==> config.mk <==
export PLATFORM = sky130hd
export DESIGN_NAME = elapsed_alarm_timer
export DESIGN_NICKNAME = d
export VERILOG_FILES = /design/src/rtl/eat_pkg.sv /design/src/rtl/eat_prescaler.sv /design/src/rtl/eat_stage.sv /design/src/rtl/eat_time_chain.sv /design/src/rtl/eat_interval.sv /design/src/rtl/elapsed_alarm_timer.sv
export SDC_FILE = /design/constraint.sdc
export NUM_CORES = 1
export LEC_CHECK = 0
export BUFFER_PORTS_ARGS = -buffer_cell sky130_fd_sc_hd__clkbuf_2
export CAP_MARGIN = 20
export CORE_MARGIN = 3
export CORE_UTILIZATION = 35
export CTS_CLUSTER_DIAMETER = 60
export CTS_CLUSTER_SIZE = 20
export DETAILED_ROUTE_END_ITERATION = 6
export RECOVER_POWER = 25
export SLEW_MARGIN = 30
export SYNTH_ARGS = -nofsm -noshare
export SYNTH_HDL_FRONTEND = slang
export SYNTH_SLANG_ARGS = --single-unit
==> constraint.sdc <==
create_clock -name clk -period 3 [get_ports clk]
set_input_delay 0.6 -clock clk [delete_from_list [all_inputs] [get_ports clk]]
set_output_delay 0.6 -clock clk [all_outputs]
set_load 0.005 [all_outputs]
==> src/rtl/eat_pkg.sv <==
// Package for the elapsed-time clock with interval alarm.
// Holds the unit encoding for the alarm timebase and small helpers.
package eat_pkg;

    // Alarm unit: which field's step advances the alarm counter
    typedef enum logic [1:0] {
        UNIT_FRAC = 2'd0,
        UNIT_SEC  = 2'd1,
        UNIT_MIN  = 2'd2,
        UNIT_HOUR = 2'd3
    } unit_e;

    localparam int NUM_FIELDS = 4;

    // Bits needed to hold values 0..top
    function automatic int field_width(input int top);
        return $clog2(top + 1);
    endfunction

endpackage

==> src/rtl/eat_prescaler.sv <==
// Divides a slow enable pulse into a one-cycle step pulse.
// Assumes PRESCALE >= 2. The count is held at zero while run is low.
module eat_prescaler #(
    parameter int PRESCALE = 256
) (
    input  logic clk,
    input  logic rst_n,
    input  logic run,
    input  logic osc_en,
    output logic tick
);
    localparam int PW = $clog2(PRESCALE);
    localparam logic [PW-1:0] LAST = PW'(PRESCALE - 1);

    logic [PW-1:0] div_q;

    // Step pulse on the last enabled cycle of each division period
    assign tick = run && osc_en && (div_q == LAST);

    // Division counter, cleared while stopped
    always_ff @(posedge clk) begin
        if (!rst_n || !run) begin
            div_q <= '0;
        end else if (osc_en) begin
            div_q <= (div_q == LAST) ? '0 : div_q + 1'b1;
        end
    end
endmodule

==> src/rtl/eat_stage.sv <==
// One field of the time chain: counts to TOP, wraps to zero on the next step.
// Assumes TOP fits in W bits. A load wins over a step in the same cycle.
module eat_stage #(
    parameter int W   = 8,
    parameter int TOP = 59
) (
    input  logic         clk,
    input  logic         rst_n,
    input  logic         inc,
    input  logic         ld,
    input  logic [W-1:0] ld_val,
    output logic [W-1:0] q,
    output logic         at_top
);
    // At or beyond the top value: the next step wraps and carries
    assign at_top = (q >= W'(TOP));

    // Field register with load priority
    always_ff @(posedge clk) begin
        if (!rst_n) begin
            q <= '0;
        end else if (ld) begin
            q <= ld_val;
        end else if (inc) begin
            q <= at_top ? '0 : q + 1'b1;
        end
    end
endmodule

==> src/rtl/eat_time_chain.sv <==
// Four cascaded time fields (fraction, seconds, minutes, hours).
// Assumes every field top fits in W bits. steps[i] is high in the cycle field i advances.
module eat_time_chain
    import eat_pkg::*;
#(
    parameter int W        = 8,
    parameter int FRAC_TOP = 127,
    parameter int SEC_TOP  = 59,
    parameter int MIN_TOP  = 59,
    parameter int HOUR_TOP = 255
) (
    input  logic                       clk,
    input  logic                       rst_n,
    input  logic                       tick,
    input  logic                       wr_en,
    input  logic [1:0]                 wr_sel,
    input  logic [W-1:0]               wr_data,
    output logic [NUM_FIELDS-1:0][W-1:0] vals,
    output logic [NUM_FIELDS-1:0]      steps
);
    logic [NUM_FIELDS-1:0] at_top;

    for (genvar i = 0; i < NUM_FIELDS; i++) begin : g_stage
        localparam int TOP_I = (i == 0) ? FRAC_TOP :
                               (i == 1) ? SEC_TOP  :
                               (i == 2) ? MIN_TOP  : HOUR_TOP;
        localparam int FW_I = field_width(TOP_I);
        localparam logic [W-1:0] MASK_I = W'((1 << FW_I) - 1);

        logic inc_i;
        logic ld_i;

        // A field steps when the base tick arrives and every lower field wraps
        if (i == 0) begin : g_first
            assign inc_i = tick;
        end else begin : g_upper
            assign inc_i = tick & (&at_top[i-1:0]);
        end

        assign ld_i     = wr_en && (wr_sel == 2'(i));
        assign steps[i] = inc_i;

        eat_stage #(
            .W   (W),
            .TOP (TOP_I)
        ) u_stage (
            .clk    (clk),
            .rst_n  (rst_n),
            .inc    (inc_i),
            .ld     (ld_i),
            .ld_val (wr_data & MASK_I),
            .q      (vals[i]),
            .at_top (at_top[i])
        );
    end
endmodule

==> src/rtl/eat_interval.sv <==
// Alarm counter and sticky flag for the interval alarm.
// Assumes unit_step is a one-cycle pulse. A limit of zero matches after 2**CW steps.
module eat_interval #(
    parameter int CW = 8
) (
    input  logic          clk,
    input  logic          rst_n,
    input  logic          en,
    input  logic          one_shot,
    input  logic          unit_step,
    input  logic [CW-1:0] limit,
    input  logic          flag_clr,
    output logic [CW-1:0] cnt_q,
    output logic          flag_q
);
    logic          done_q;
    logic [CW-1:0] cnt_nxt;
    logic          hit;

    assign cnt_nxt = cnt_q + 1'b1;
    assign hit     = en && unit_step && !done_q && (cnt_nxt == limit);

    // Counter and one-shot stop state
    always_ff @(posedge clk) begin
        if (!rst_n || !en) begin
            cnt_q  <= '0;
            done_q <= 1'b0;
        end else if (unit_step && !done_q) begin
            if (cnt_nxt == limit) begin
                cnt_q  <= one_shot ? cnt_nxt : '0;
                done_q <= one_shot;
            end else begin
                cnt_q <= cnt_nxt;
            end
        end
    end

    // Sticky flag: a set wins over a clear in the same cycle
    always_ff @(posedge clk) begin
        if (!rst_n) begin
            flag_q <= 1'b0;
        end else if (hit) begin
            flag_q <= 1'b1;
        end else if (flag_clr) begin
            flag_q <= 1'b0;
        end
    end
endmodule

==> src/rtl/elapsed_alarm_timer.sv <==
// Elapsed-time clock with a selectable-unit interval alarm.
// Assumes osc_en is a one-cycle pulse and every field top fits in DATA_W bits.
module elapsed_alarm_timer
    import eat_pkg::*;
#(
    parameter int PRESCALE = 256,
    parameter int FRAC_TOP = 127,
    parameter int SEC_TOP  = 59,
    parameter int MIN_TOP  = 59,
    parameter int HOUR_TOP = 255,
    parameter int DATA_W   = 8,
    parameter int CNT_W    = 8
) (
    input  logic                                 clk,
    input  logic                                 rst_n,
    input  logic                                 osc_en,
    input  logic                                 clk_run,
    input  logic                                 wr_en,
    input  logic [1:0]                           wr_sel,
    input  logic [DATA_W-1:0]                    wr_data,
    input  logic                                 alarm_en,
    input  logic                                 one_shot,
    input  logic [1:0]                           unit_sel,
    input  logic [CNT_W-1:0]                     interval_val,
    input  logic                                 flag_clr,
    output logic [$clog2(FRAC_TOP+1)-1:0]        frac_q,
    output logic [$clog2(SEC_TOP+1)-1:0]         sec_q,
    output logic [$clog2(MIN_TOP+1)-1:0]         min_q,
    output logic [$clog2(HOUR_TOP+1)-1:0]        hour_q,
    output logic [CNT_W-1:0]                     alarm_cnt_q,
    output logic                                 alarm_flag
);
    localparam int FRAC_W = field_width(FRAC_TOP);
    localparam int SEC_W  = field_width(SEC_TOP);
    localparam int MIN_W  = field_width(MIN_TOP);
    localparam int HOUR_W = field_width(HOUR_TOP);

    logic                             tick;
    logic [NUM_FIELDS-1:0][DATA_W-1:0] vals;
    logic [NUM_FIELDS-1:0]            steps;
    logic                             unit_step;

    eat_prescaler #(
        .PRESCALE (PRESCALE)
    ) u_div (
        .clk    (clk),
        .rst_n  (rst_n),
        .run    (clk_run),
        .osc_en (osc_en),
        .tick   (tick)
    );

    eat_time_chain #(
        .W        (DATA_W),
        .FRAC_TOP (FRAC_TOP),
        .SEC_TOP  (SEC_TOP),
        .MIN_TOP  (MIN_TOP),
        .HOUR_TOP (HOUR_TOP)
    ) u_chain (
        .clk     (clk),
        .rst_n   (rst_n),
        .tick    (tick),
        .wr_en   (wr_en),
        .wr_sel  (wr_sel),
        .wr_data (wr_data),
        .vals    (vals),
        .steps   (steps)
    );

    // Pick the step pulse of the selected alarm unit
    always_comb begin
        case (unit_e'(unit_sel))
            UNIT_FRAC: unit_step = steps[0];
            UNIT_SEC:  unit_step = steps[1];
            UNIT_MIN:  unit_step = steps[2];
            default:   unit_step = steps[3];
        endcase
    end

    eat_interval #(
        .CW (CNT_W)
    ) u_alarm (
        .clk       (clk),
        .rst_n     (rst_n),
        .en        (alarm_en),
        .one_shot  (one_shot),
        .unit_step (unit_step),
        .limit     (interval_val),
        .flag_clr  (flag_clr),
        .cnt_q     (alarm_cnt_q),
        .flag_q    (alarm_flag)
    );

    assign frac_q = vals[0][FRAC_W-1:0];
    assign sec_q  = vals[1][SEC_W-1:0];
    assign min_q  = vals[2][MIN_W-1:0];
    assign hour_q = vals[3][HOUR_W-1:0];
endmodule

==> impl_metrics.json, run 1 <==
{
  "grt_util_met2_pct": 25.7,
  "grt_pass1_wl_um": 13300,
  "min_from": "u_chain.g_stage[1].u_stage.q[6]",
  "fp.coreArea_um2": 8460,
  "syn_area_per_cell_um2": 8.55,
  "die_h_um": 101,
  "synth_cells": 366,
  "worst_pin_slew_ps": 810,
  "post-route-period-util_pct": 82.7,
  "relSlewSlack_pct": 46.0,
  "drive_gt1_share_pct": 23.6,
  "hold_path_depth": 1,
  "clk_path_buf_depth": 2,
  "h-tree-depth": 2,
  "endpoint_kind": "flip-flop",
  "setup-tns-final_ps": 0,
  "top_usage_layer": "met2",
  "crit_slowest_cell": "dfxtp_1",
  "cts_sinks": 50,
  "finalPower_mw": 1.35,
  "grt_use_met1_pct": 21.3,
  "clk_pin_slew_ps": 90,
  "grt_antenna_before_repair": 0,
  "io_buffers": 63,
  "cts_setup_buffers": 0,
  "cp.required_ps": 3180,
  "peakVddDrop_v": 0.000245,
  "grt_max_degree": 20,
  "dieArea_um2": 10100,
  "cts_root_buf": "clkbuf_8",
  "initial_core_util_pct": 37.0,
  "grt.total_usage_pct": 16.0,
  "synth_warnings": 0,
  "status": "finished clean",
  "report.final.slew_viol_count": 0,
  "syn2layout_area_growth_pct": 10.6,
  "insertedDiodeCount": 0,
  "synth_flop_cell": "dfxtp_1",
  "grt_overflow": 0,
  "rows": 33,
  "ios": 64,
  "syn_area_um2": 3130,
  "nets": 440,
  "finalInstanceArea_um2": 3460,
  "gp_congestion": 0.839,
  "setup_violations": 0,
  "ctsResizeCount": 0,
  "path_depth": 7,
  "worst_slack_ps": 520,
  "worstPathArrival_ps": 2660,
  "pwr_density_cell_nw_per_um2": 389,
  "numCtsBuffers": 5,
  "hold_end": "u_chain.g_stage[1].u_stage.q[6]",
  "hold_ws_ps": 489,
  "place_ws_ps": 448,
  "totalWireLength_um": 8000,
  "die_x_um": 101,
  "reg2reg_depth": 7,
  "ctsHoldBuffers": 0,
  "synth-edff-count": 0,
  "rrSetupSlack_ps": 520,
  "synth_cell_types": 69,
  "cts_tree": "yes",
  "syn_nets": 400,
  "drtPass1Iterations": 4,
  "synth-seq-cells": 50,
  "clk_latency_ps": 300,
  "grt_pass1_vias": 2758,
  "crit_chain": "ha_1, nand3_1, or3_1, a2111oi_4, o211ai_4, a32oi_1, o41ai_2",
  "utilization_pct": 40.9,
  "layout_min_cycle_time_ps": 2480,
  "r2r_end": "u_alarm.cnt_q[6]",
  "final_cells": 512,
  "post-route-drc-count": 0,
  "vias_per_cell": 5.65,
  "place_area_um2": 3360,
  "crit_type": "reg2reg",
  "slowest_delay_ps": 500,
  "drtIter0Drc": 121,
  "cp_max_fo": 7,
  "r2r_start": "u_alarm.cnt_q[0]",
  "dp_cells": 504,
  "maxCapViolCount": 0,
  "critPathTopFamily": "compound AO/OA/AOI/OAI gates",
  "crit_buf_inv": 0,
  "hold_class": "reg2reg",
  "fmax_ghz": 0.403,
  "gr-usage-met3_pct": 3.18,
  "ys_seq_area_share_pct": 32.0,
  "hpwl_um": 6080,
  "p_leak_nw": 1.32,
  "wire_per_inst_um": 15.6,
  "finalHoldViolations": 0,
  "synth_async_sr_flop_share_pct": 0,
  "vias": 2895,
  "fin_skew_ps": 9.98,
  "rsz0062_at_grt": "no",
  "antenna_left": 0,
  "start_kind": "flip-flop"
}
-- kinds of logic after synthesis --
logic type,after synthesis,synth area share (%)
AND/OR/NAND/NOR,143,24.5
multiplexers,3,0.959
AO/OA/AOI/OAI,101,25.7
buffers and inverters,43,8.91
XOR/XNOR,20,5.60
adder cells (fa/ha/maj),6,2.40
flip-flops,50,32.0
-- synthesized netlist by cell type, types with 5 or more instances --
cell type / count / area share (%)
dfxtp_1: 50 / 32
nand2_1: 33 / 4.0
nor2_1: 27 / 3.2
a21oi_1: 22 / 3.5
nand3_1: 22 / 3.5
buf_4: 20 / 4.8
o21ai_0: 19 / 3.0
xor2_1: 11 / 3.1
xnor2_1: 9 / 2.5
inv_1: 8 / 0.96
a32oi_1: 7 / 2.0
and3_1: 7 / 1.4
nor3_1: 7 / 1.1
and3_2: 6 / 1.4
ha_1: 6 / 2.4
a31oi_1: 5 / 1.0
clkbuf_1: 5 / 0.60
nand3b_1: 5 / 1.2
or2_2: 5 / 1.0
-- state kept, by name, summed over array words and instances (netlist names) --
signal and count:
u_div.div_q 8, u_chain.g_stage.u_stage.q 32, u_alarm.flag_q 1, u_alarm.cnt_q 8, u_alarm.done_q 1
-- how the worst max path moves through the flow --
stage | start | to | slack, ps
floorplan | u_alarm.cnt_q[0] | u_alarm.cnt_q[7] | 690
finish | u_alarm.cnt_q[0] | u_alarm.cnt_q[6] | 520
global placement | osc_en | u_chain.g_stage[3].u_stage.q[7] | 490
CTS | u_alarm.cnt_q[0] | u_alarm.cnt_q[4] | 500
global route | u_alarm.cnt_q[0] | u_alarm.cnt_q[5] | 370
detailed placement | osc_en | u_chain.g_stage[3].u_stage.q[7] | 450
-- cell usage in the layout (no fill, tap or decap), drive strengths merged, types with 5 or more instances in the layout --
cell type	count
a21oi	22
nor3	7
or2	5
xnor2	9
or3	5
o211ai	5
nand3	23
inv	8
and3	13
ha	6
a32oi	7
clkbuf	68
a31oi	5
o21ai	20
dfxtp	50
xor2	11
nor2	27
nand2	34
nand3b	5
-- power by group --
group,internal [mW],total (mW),switching [mW]
sequential,0.684,0.715,0.0309
clock,0.246,0.473,0.227
combinational,0.0684,0.159,0.0907
-- layer usage --
metal | up-vias | wire length (um)
li1 | 1433 | -
met1 | 1379 | 3720
met2 | 75 | 3690
met3 | 8 | 504
met4 | 0 | 89
met5 | - | 0
-- final cells by class --
| cell class | instances | area, um^2 |
|---|---|---|
| Multi-Input combinational cell | 273 | 1850 |
| Timing Repair Buffer | 67 | 338 |
| Fill cell | 892 | 5000 |
| Sequential cell | 50 | 1000 |
| Clock buffer | 5 | 68.8 |
| Clock inverter | 3 | 40.0 |
| Inverter | 9 | 33.8 |
| Tap cell | 105 | 131 |
-- worst reg2reg max path, cell delays in order (launching register included) --
cell and delay, ps:
dfxtp_1 500, ha_1 340, nand3_1 140, or3_1 460, a2111oi_4 420, o211ai_4 190, a32oi_1 220, o41ai_2 100
Power figures use the tool's default switching activity.
==> run 2: changes to the inputs <==
==> constraint.sdc (replaced) <==
create_clock -name clk -period 2.3 [get_ports clk]
set_input_delay 0.46 -clock clk [delete_from_list [all_inputs] [get_ports clk]]
set_output_delay 0.46 -clock clk [all_outputs]
set_load 0.005 [all_outputs]
==> run 2 against run 1 <==
Effect of this change:
- sequential share of layout area decreased by 1.7 points
- combinational power is 53% higher
- wire length is 3.4% higher
- flip-flop and latch count stayed put
- via count grew 4.2%
- final cell count increased by 4.9%
- global-route usage up 0.27 points
- worst hold slack worse by 53 ps
- largest cell class unchanged
- sequential power is 30% higher
- critical path type unchanged
==> impl_metrics.json, run 2 (synthesized netlist as in run 1, its figures left out) <==
{
  "finalHoldViolations": 0,
  "syn2layout_area_growth_pct": 17.8,
  "r2r_start": "u_alarm.cnt_q[0]",
  "p_int_mw": 1.32,
  "fill_cells": 887,
  "cts_sinks": 50,
  "place_area_um2": 3530,
  "rsz0062_at_grt": "yes",
  "h-tree-depth": 2,
  "clk_path_buf_depth": 2,
  "finalInstanceArea_um2": 3690,
  "setup-tns-final_ps": 0,
  "final_common_cell": "clkbuf_2",
  "grt_pass1_vias": 2758,
  "hold_ws_ps": 437,
  "top_regs": "u_chain.g_stage.u_stage.q (32), u_alarm.cnt_q (8), u_div.div_q (8)",
  "gp_congestion": 0.894,
  "seqCellArea_um2": 1000,
  "io_buffers": 63,
  "numCtsBuffers": 5,
  "p_seq_share_pct": 51.6,
  "crit_buf_inv": 0,
  "drt-met1-wl_um": 3840,
  "maxCapViolCount": 0,
  "clk_latency_ps": 300,
  "dieArea_um2": 10100,
  "die_h_um": 101,
  "totalWireLength_um": 8280,
  "utilization_pct": 43.6,
  "post-route-drc-count": 0,
  "fin_skew_ps": 7.37,
  "post-route-period-util_pct": 96.2,
  "grt_antenna_before_repair": 0,
  "cts_root_buf": "clkbuf_8",
  "worstPathArrival_ps": 2400,
  "slowest_delay_ps": 450,
  "grt_pass1_wl_um": 13400,
  "regMostFlops": "u_chain.g_stage.u_stage.q",
  "relSlewSlack_pct": 63.2,
  "p_leak_nw": 1.45,
  "critPathLaunch": "u_alarm.cnt_q[0]",
  "rows": 33,
  "setup_violations": 0,
  "crit_slowest_cell": "or3_1",
  "rrSetupSlack_ps": 90,
  "swShare_pct": 26.4,
  "peakVddDrop_v": 0.000249,
  "grt_overflow": 0,
  "wl_met3_um": 497,
  "cts_tree": "yes",
  "hold_class": "in2reg",
  "clk_pin_slew_ps": 100,
  "die_x_um": 101,
  "fp.coreArea_um2": 8460,
  "nets": 465,
  "antenna_left": 0,
  "layout_min_cycle_time_ps": 2210,
  "status": "finished clean",
  "start_kind": "flip-flop",
  "ios": 64,
  "critPathTopFamily": "compound AO/OA/AOI/OAI gates",
  "r2r_end": "u_alarm.cnt_q[4]",
  "largest_reg_flops": 32,
  "report.final.slew_viol_count": 0,
  "final_cell_mix": "clkbuf_2 (58), dfxtp_1 (47), nand2_1 (33), buf_4 (29), nor2_1 (27)",
  "vias_per_cell": 5.62,
  "initial_core_util_pct": 37.0,
  "pwr_density_cell_nw_per_um2": 487,
  "reg2reg_depth": 7,
  "grt_max_degree": 17,
  "wl_met2_um": 3830,
  "ctsHoldBuffers": 0,
  "fmax_ghz": 0.452,
  "clockPowerShare_pct": 34.8,
  "vias": 3018,
  "grt.total_usage_pct": 16.3,
  "drtPass1Iterations": 4,
  "routed.top_layer": "met4",
  "comb_power_share_pct": 13.6,
  "hold_path_depth": 3,
  "wire_per_inst_um": 15.4,
  "netSwitchingPower_mw": 0.473,
  "endpoint_kind": "flip-flop",
  "cp.required_ps": 2480,
  "cp-endpoint": "u_alarm.cnt_q[4]",
  "hpwl_um": 6340,
  "drive_gt1_share_pct": 30.1,
  "cp_max_fo": 7,
  "crit_chain": "ha_2, nand3_1, or3_1, a2111oi_4, o211ai_4, a32oi_1, o41ai_2",
  "crit_type": "reg2reg",
  "drtIter0Drc": 113,
  "worst_pin_slew_ps": 552,
  "multiInputGateArea_um2": 1880,
  "insertedDiodeCount": 0,
  "path_depth": 7
}
-- run 2: worst min-delay path, stage by stage --
cell	delay [ps]
clkbuf_2	80
nand3b_1	90
o21ai_0	70
-- run 2: stage by stage --
stage | power [mW] | std cells | setup WS [ps]
final | 1.80 | 537 | 87.6
after global routing | 1.88 | 537 | -5.18
after CTS | 1.81 | 533 | 88.8
after detailed placement | 1.18 | 525 | 90.9
after global placement | 1.18 | 525 | 146
after floorplan | 1.09 | 366 | 14.0
-- run 2: cell type report --
class,instances,share of cell area [%]
multi-input combinational,273,51.1
clock buffer,5,1.87
inverter,9,0.916
sequential,50,27.2
timing repair buffer,92,14.3
clock inverter,3,1.09
tap,105,3.56
-- run 2: repair_timing --
action,in CTS,in global routing
hold endpoints to repair,0,0
setup endpoints to repair,0,8
gates resized for setup,0,6
setup buffers,0,4
-- run 2: worst min-delay path by stage --
stage          slack [ps]                         endpoint                       startpoint
2_1_floorplan         460  u_chain.g_stage[1].u_stage.q[6]  u_chain.g_stage[1].u_stage.q[6]
3_3_place_gp          470  u_chain.g_stage[1].u_stage.q[6]  u_chain.g_stage[1].u_stage.q[6]
3_5_place_dp          470  u_chain.g_stage[1].u_stage.q[7]  u_chain.g_stage[1].u_stage.q[7]
4_1_cts               420                   u_alarm.done_q                         one_shot
5_1_grt               440                   u_alarm.done_q                         one_shot
6_report              440                   u_alarm.flag_q                         flag_clr
-- run 2: metal layers --
| layer | track usage [%] | vias up |
|---|---|---|
| li1 | - | 1480 |
| met1 | 21.7 | 1436 |
| met2 | 26.7 | 91 |
| met3 | 3.53 | 11 |
| met4 | 4.25 | 0 |
| met5 | 0 | - |
-- run 2: power by group through the flow --
stage	clock network [mW]	logic [mW]	registers, mW
after floorplan	0	0.145	0.943
after CTS	0.641	0.242	0.923
after global placement	0	0.238	0.943
final	0.626	0.244	0.926
after detailed placement	0	0.241	0.943
after global routing	0.674	0.271	0.930
